File: config.mk
export PLATFORM = sky130hd
export DESIGN_NAME = smbc_bank_hold
export DESIGN_NICKNAME = d
export VERILOG_FILES = /design/src/rtl/smbc_pkg.sv /design/src/rtl/smbc_rank_pipe.sv /design/src/rtl/smbc_conflict.sv /design/src/rtl/smbc_hold_ctl.sv /design/src/rtl/smbc_bank_hold.sv
export SDC_FILE = /design/constraint.sdc
export NUM_CORES = 1
export LEC_CHECK = 0
export BUFFER_PORTS_ARGS = -buffer_cell sky130_fd_sc_hd__buf_4
export CORE_MARGIN = 2
export CORE_UTILIZATION = 46
export CTS_CLUSTER_DIAMETER = 150
export DETAILED_ROUTE_END_ITERATION = 7
export GPL_ROUTABILITY_DRIVEN = 1
export PLACE_DENSITY = 0.79
export SLEW_MARGIN = 25
export SYNTH_ARGS = -nofsm -noshare
export SYNTH_HDL_FRONTEND = slang
export SYNTH_SLANG_ARGS = --single-unit
File: constraint.sdc
create_clock -name clk -period 1.6 [get_ports clk]
set_clock_uncertainty 0.2 [all_clocks]
set_input_delay 0.16 -clock clk [delete_from_list [all_inputs] [get_ports clk]]
set_output_delay 0.16 -clock clk [all_outputs]
set_load 0.05 [all_outputs]
File: src/rtl/smbc_pkg.sv
package smbc_pkg;

    localparam int NUM_RANKS = 3;
    localparam int DLY_W     = 2;

    typedef enum logic [1:0] {
        REF_OTHER  = 2'b00,
        REF_SCALAR = 2'b01,
        REF_IO     = 2'b10,
        REF_SPARE  = 2'b11
    } ref_kind_e;

    typedef logic [NUM_RANKS-1:0] rank_mask_t;
    typedef logic [DLY_W-1:0]     delay_t;

    typedef struct packed {
        logic   active;
        delay_t remain;
    } hold_state_t;

    typedef struct packed {
        logic       valid;
        delay_t     delay;
        rank_mask_t hits;
    } result_t;

    // Newest rank (index 0) is the most expensive to wait out.
    function automatic delay_t rank_cost(input int idx);
        return delay_t'(NUM_RANKS - idx);
    endfunction

    function automatic delay_t worst_delay(input rank_mask_t hits);
        delay_t d;
        d = '0;
        for (int i = NUM_RANKS - 1; i >= 0; i--) begin
            if (hits[i]) d = rank_cost(i);
        end
        return d;
    endfunction

    function automatic logic kind_checked(input logic [1:0] kind);
        return (kind == REF_SCALAR) || (kind == REF_IO);
    endfunction

endpackage

File: src/rtl/smbc_rank_pipe.sv
module smbc_rank_pipe
    import smbc_pkg::*;
#(
    parameter int ADDR_W = 12,
    parameter int NUM    = NUM_RANKS
) (
    input  logic                  clk,
    input  logic                  rst,
    input  logic                  in_vld,
    input  logic [ADDR_W-1:0]     in_addr,
    output logic [NUM-1:0]        out_vld,
    output logic [NUM*ADDR_W-1:0] out_addr
);

    logic [NUM-1:0]    vld_q;
    logic [ADDR_W-1:0] addr_q [NUM];

    generate
        for (genvar i = 0; i < NUM; i++) begin : g_rank
            if (i == 0) begin : g_head
                always_ff @(posedge clk) begin
                    if (rst) begin
                        vld_q[i]  <= 1'b0;
                        addr_q[i] <= '0;
                    end else begin
                        vld_q[i]  <= in_vld;
                        addr_q[i] <= in_vld ? in_addr : '0;
                    end
                end
            end else begin : g_tail
                always_ff @(posedge clk) begin
                    if (rst) begin
                        vld_q[i]  <= 1'b0;
                        addr_q[i] <= '0;
                    end else begin
                        vld_q[i]  <= vld_q[i-1];
                        addr_q[i] <= addr_q[i-1];
                    end
                end
            end
            assign out_addr[i*ADDR_W +: ADDR_W] = addr_q[i];
        end
    endgenerate

    assign out_vld = vld_q;

endmodule

File: src/rtl/smbc_conflict.sv
module smbc_conflict
    import smbc_pkg::*;
#(
    parameter int BANK_BITS = 4,
    parameter int NUM       = NUM_RANKS
) (
    input  logic                     chk_en,
    input  logic [BANK_BITS-1:0]     new_bank,
    input  logic [NUM-1:0]           rank_vld,
    input  logic [NUM*BANK_BITS-1:0] rank_bank,
    output rank_mask_t               hits,
    output delay_t                   delay
);

    generate
        for (genvar i = 0; i < NUM; i++) begin : g_cmp
            assign hits[i] = chk_en && rank_vld[i]
                             && (rank_bank[i*BANK_BITS +: BANK_BITS] == new_bank);
        end
    endgenerate

    assign delay = worst_delay(hits);

endmodule

File: src/rtl/smbc_hold_ctl.sv
module smbc_hold_ctl
    import smbc_pkg::*;
#(
    parameter int ADDR_W = 12
) (
    input  logic              clk,
    input  logic              rst,
    input  logic              req_valid,
    input  logic [1:0]        req_kind,
    input  logic [ADDR_W-1:0] req_addr,
    input  rank_mask_t        conf_hits,
    input  delay_t            conf_delay,
    output logic              chk_en,
    output logic              load_vld,
    output logic [ADDR_W-1:0] load_addr,
    output logic              busy,
    output result_t           result
);

    hold_state_t       st_q;
    logic [ADDR_W-1:0] held_q;
    logic              accept;
    delay_t            eff_delay;

    assign accept    = req_valid && !st_q.active;
    assign chk_en    = accept && kind_checked(req_kind);
    assign eff_delay = chk_en ? conf_delay : '0;

    always_comb begin
        if (st_q.active) begin
            load_vld  = (st_q.remain == '0);
            load_addr = held_q;
        end else begin
            load_vld  = accept && (eff_delay == '0);
            load_addr = req_addr;
        end
    end

    always_ff @(posedge clk) begin
        if (rst) begin
            st_q   <= '0;
            held_q <= '0;
            result <= '0;
        end else if (st_q.active) begin
            result <= '0;
            if (st_q.remain == '0) st_q.active <= 1'b0;
            else                   st_q.remain <= st_q.remain - 1'b1;
        end else if (accept) begin
            result.valid <= 1'b1;
            result.delay <= eff_delay;
            result.hits  <= chk_en ? conf_hits : '0;
            if (eff_delay != '0) begin
                st_q.active <= 1'b1;
                st_q.remain <= eff_delay - 1'b1;
                held_q      <= req_addr;
            end
        end else begin
            result <= '0;
        end
    end

    assign busy = st_q.active;

endmodule

File: src/rtl/smbc_bank_hold.sv
module smbc_bank_hold
    import smbc_pkg::*;
#(
    parameter int ADDR_W    = 12,
    parameter int BANK_BITS = 4
) (
    input  logic                        clk,
    input  logic                        rst,
    input  logic                        req_valid,
    input  logic [1:0]                  req_kind,
    input  logic [ADDR_W-1:0]           req_addr,
    output logic                        req_busy,
    output logic                        res_valid,
    output logic [DLY_W-1:0]            res_delay,
    output logic [NUM_RANKS-1:0]        res_hits,
    output logic [NUM_RANKS-1:0]        rank_valid,
    output logic [NUM_RANKS*ADDR_W-1:0] rank_addr
);

    localparam int BANK_VEC_W = NUM_RANKS * BANK_BITS;

    logic                  chk_en;
    logic                  load_vld;
    logic [ADDR_W-1:0]     load_addr;
    rank_mask_t            conf_hits;
    delay_t                conf_delay;
    result_t               result;
    logic [BANK_VEC_W-1:0] rank_bank;

    generate
        for (genvar i = 0; i < NUM_RANKS; i++) begin : g_bank
            assign rank_bank[i*BANK_BITS +: BANK_BITS] = rank_addr[i*ADDR_W +: BANK_BITS];
        end
    endgenerate

    smbc_hold_ctl #(.ADDR_W(ADDR_W)) u_ctl (
        .clk        (clk),
        .rst        (rst),
        .req_valid  (req_valid),
        .req_kind   (req_kind),
        .req_addr   (req_addr),
        .conf_hits  (conf_hits),
        .conf_delay (conf_delay),
        .chk_en     (chk_en),
        .load_vld   (load_vld),
        .load_addr  (load_addr),
        .busy       (req_busy),
        .result     (result)
    );

    smbc_conflict #(.BANK_BITS(BANK_BITS), .NUM(NUM_RANKS)) u_conf (
        .chk_en    (chk_en),
        .new_bank  (req_addr[BANK_BITS-1:0]),
        .rank_vld  (rank_valid),
        .rank_bank (rank_bank),
        .hits      (conf_hits),
        .delay     (conf_delay)
    );

    smbc_rank_pipe #(.ADDR_W(ADDR_W), .NUM(NUM_RANKS)) u_pipe (
        .clk      (clk),
        .rst      (rst),
        .in_vld   (load_vld),
        .in_addr  (load_addr),
        .out_vld  (rank_valid),
        .out_addr (rank_addr)
    );

    assign res_valid = result.valid;
    assign res_delay = result.delay;
    assign res_hits  = result.hits;

endmodule

==> out/results.tsv <==
stage	metric	value	unit
floorplanning	rows	25	
cells_and_area	layout-drive-gt1-share	55.7	%
power_and_ir_drop	p_int	2.63	mW
drt	routedWlPerCell	18.7	um
cells_and_area	final_cell_mix	83 x buf_4, 46 x dfxtp_1, 28 x nor2b_1, 14 x nor3_2, 14 x nand2_1	
critical_path	path_buf_inv	0	
cells_and_area	fillers	275	
floorplanning	die_y	74.5	um
grt	antenna_found_initial	0	
drt	ant_nets	0	
run_status	violations	negative setup slack	
drt	drt_iter0_drc	145	
power_and_ir_drop	swShare	25.6	%
cells_and_area	final_cells	390	
grt	grt_max_degree	32	
placed_design	dp_hpwl	3440	um
yosys	syn_area_per_cell	10.5	sq um
drt	drt-total-wl	7280	um
yosys	netlist-cell-type-count	35	
timing	tightest_slew	0.383	ns
grt	overflow	0	
placed_design	port_buffers	62	
power_and_ir_drop	p_sw	0.905	mW
yosys	netlist_area	2280	sq um
clock_tree	root_buffer	clkbuf_8	
clock_tree	path_clk_slew	0.07	ns
yosys	synth_nets	235	
cells_and_area	syn_to_final_growth	62.8	%
critical_path	critical-path-top-delay-family	simple AND/OR/NAND/NOR gates	
clock_tree	cts_buffer_depth	2	
timing	finalWorstPathRequiredPeriod	1.83	ns
floorplanning	io_pins	63	
run_status	outcome	complete, but fails checks	
timing	slew_violations	0	
timing	hold_viol	0	
power_and_ir_drop	p_leak	1.56	nW
power_and_ir_drop	seqPwrFrac	43.6	%
yosys	syn_inst	217	
critical_path	path_cells	xor2_2, nor3_4, and3_4, nor4_2, a31o_2	
grt	grt_pass1_wl	7870	um
clock_tree	cts-htree-levels	3	
timing	final-setup-viol-count	32	
drt	num_vias	2174	
grt	grt_pass1_vias	1679	
timing	setup_ws	-0.230	ns
timing	period_share	114	%
critical_path	crit_type	flop to flop	
power_and_ir_drop	combinationalPowerShare	12.6	%
grt	grt.total_usage	18.9	%
timing	rsz0062_at_grt	yes	
critical_path	cp.arrival	1.87	ns
yosys	synth_warnings	0	
clock_tree	cts_tree	yes	
power_and_ir_drop	peakVddDrop	551	uV
clock_tree	cts_made_buffers	9	
min_path	hold_path_class	primary input to flop	
floorplanning	start_util	48.1	%
critical_path	crit_fanout	7	
run	cap_violations	0	
timing	max_freq	547	MHz
power_and_ir_drop	p_clk_share	43.7	%
drt	drc	0	
cells_and_area	final_nets	336	
floorplanning	die_x	74.5	um
clock_tree	clock_sinks	60	
placed_design	dpl.cell_count	351	
yosys	seq_area_frac_synth	52.6	%
power_and_ir_drop	p_per_area	950	nW/um^2
critical_path	cp-end-kind	flop	
critical_path	critPathMaxStageDelay	0.37	ns
placed_design	place_ws	-0.217	ns
critical_path	worstSetupStartpointType	flop	
critical_path	cpMaxStageDelayCell	and3_4	
clock_tree	clk_latency	0.35	ns
cells_and_area	antenna_cells	0	
drt	avgViaCountPerCell	5.57	
cells_and_area	layout_commonest_cell	buf_4	
drt	drtPass1Iterations	4	
timing	maxSlewHeadroom	74.3	%
placed_design	gp_congestion	0.846	
floorplanning	placeableCoreArea	4750	sq um
floorplanning	die_area	5550	sq um
yosys	yosys_register_bits	60	
critical_path	cp_data_required_time	1.64	ns
## stage by stage
stage / util [%] / hold slack (ns) / instance area (sq um) / TNS, ns / power [mW]
floorplan: - / 0.0316 / 2350 / -2.60 / 1.79
CTS: 69.1 / 0.00240 / 3290 / -2.97 / 3.43
global route: 78.2 / 0.0332 / 3720 / -6.13 / 3.61
detailed placement: 61.9 / 0.166 / 2940 / -5.25 / 1.92
finish: 78.2 / 0.0388 / 3720 / -4.76 / 3.53
global placement: 61.9 / 0.164 / 2940 / -4.85 / 1.91
## flip-flops by register name, summed over array words and instances, names as in the netlist
signal and flops:
u_pipe.addr_q 36, u_ctl.held_q 12, u_ctl.result 6, u_pipe.out_vld 3, u_ctl.st_q 2, u_ctl.busy 1
## repair_timing
| action | in CTS | in global routing |
|---|---|---|
| setup endpoints to repair | 29 | 34 |
| hold buffers | 10 | 0 |
| endpoints found under the hold margin | 18 | 0 |
| setup buffers | 0 | 8 |
| cloned | 0 | 5 |
| gates resized for setup | 3 | 55 |
| pin swaps | 5 | 23 |
## worst paths after layout
kind	slack (ns)	cells after the start	start	end
setup / recovery	-0.23	5	u_pipe.addr_q[0][1]$_SDFF_PP0_	u_ctl.held_q[3]$_SDFFE_PP0P_
hold / removal	0.04	3	req_addr[2]	u_ctl.held_q[2]$_SDFFE_PP0P_
setup reg to reg	-0.23	5	u_pipe.addr_q[0][1]$_SDFF_PP0_	u_ctl.held_q[3]$_SDFFE_PP0P_
hold reg to reg	0.27	1	u_pipe.addr_q[1][8]$_SDFF_PP0_	u_pipe.addr_q[2][8]$_SDFF_PP0_
## worst register-to-register path, delay by kind of cell, from the launching register on
kind / cells / cell delay, ns
and+or+nand+nor: 3 / 0.80
DFF: 1 / 0.36
AOI/OAI and AO/OA: 1 / 0.22
xor gates and xnor gates: 1 / 0.16
## synth_stat cells
master / number / share of area, %
xnor2_1: 4 / 1.5
nand3_2: 1 / 0.44
nor4_1: 12 / 3.3
nor3_1: 15 / 3.3
nand3_4: 1 / 0.77
buf_1: 1 / 0.16
buf_4: 4 / 1.3
a31o_2: 6 / 2.3
mux2i_1: 12 / 5.3
inv_1: 3 / 0.49
buf_6: 2 / 0.99
clkbuf_1: 6 / 0.99
buf_2: 2 / 0.44
a22oi_1: 1 / 0.33
and3_2: 1 / 0.33
clkbuf_2: 1 / 0.22
a31o_1: 6 / 2.3
dfxtp_1: 60 / 53
o21ai_0: 1 / 0.22
a21oi_1: 4 / 0.88
inv_2: 1 / 0.16
a41o_1: 1 / 0.44
ha_1: 1 / 0.55
a31oi_1: 3 / 0.82
nor3_2: 3 / 1.3
buf_8: 1 / 0.66
nor3b_4: 1 / 0.82
nand4_2: 2 / 1.1
nor2b_1: 28 / 7.7
nand2_1: 14 / 2.3
xor2_1: 9 / 3.5
and4_4: 2 / 0.99
and2_1: 2 / 0.55
nand3_1: 2 / 0.44
nor2_1: 4 / 0.66
## per-layer routing
| metal | vias to the layer above | wire, um | global-route usage, % |
|---|---|---|---|
| met5 | - | 0 | 0 |
| met2 | 131 | 3590 | 30.3 |
| met1 | 1059 | 2880 | 24.2 |
| met4 | 0 | 220 | 8.33 |
| li1 | 962 | - | - |
| met3 | 22 | 586 | 4.88 |
## power groups by stage
stage / clock network [mW] / registers [mW] / logic (mW)
after global placement: 0 / 1.57 / 0.347
after global routing: 1.61 / 1.54 / 0.463
after detailed placement: 0 / 1.57 / 0.349
after CTS: 1.52 / 1.54 / 0.371
final: 1.55 / 1.54 / 0.446
after floorplan: 0 / 1.68 / 0.113
## layout make-up
class	instances	area (sq um)	share of cell area (%)
multi-input combinational	141	1320	35.4
timing repair buffer	102	833	22.4
tap	67	83.8	2.25
sequential	60	1240	33.4
clock buffer	13	190	5.11
inverter	4	15.0	0.404
clock inverter	3	40.0	1.08
## kinds of logic (layout without fill, tap and decap cells)
family,Yosys count,after routing,synth area share [%]
buf+inv,21,122,5.42
mux,12,12,5.26
simple gates,88,93,23.9
xor+xnor,13,13,4.98
flops,60,60,52.6
compound gates,22,22,7.28
fa+ha+maj,1,1,0.548
(Power assumes the default switching activity.)
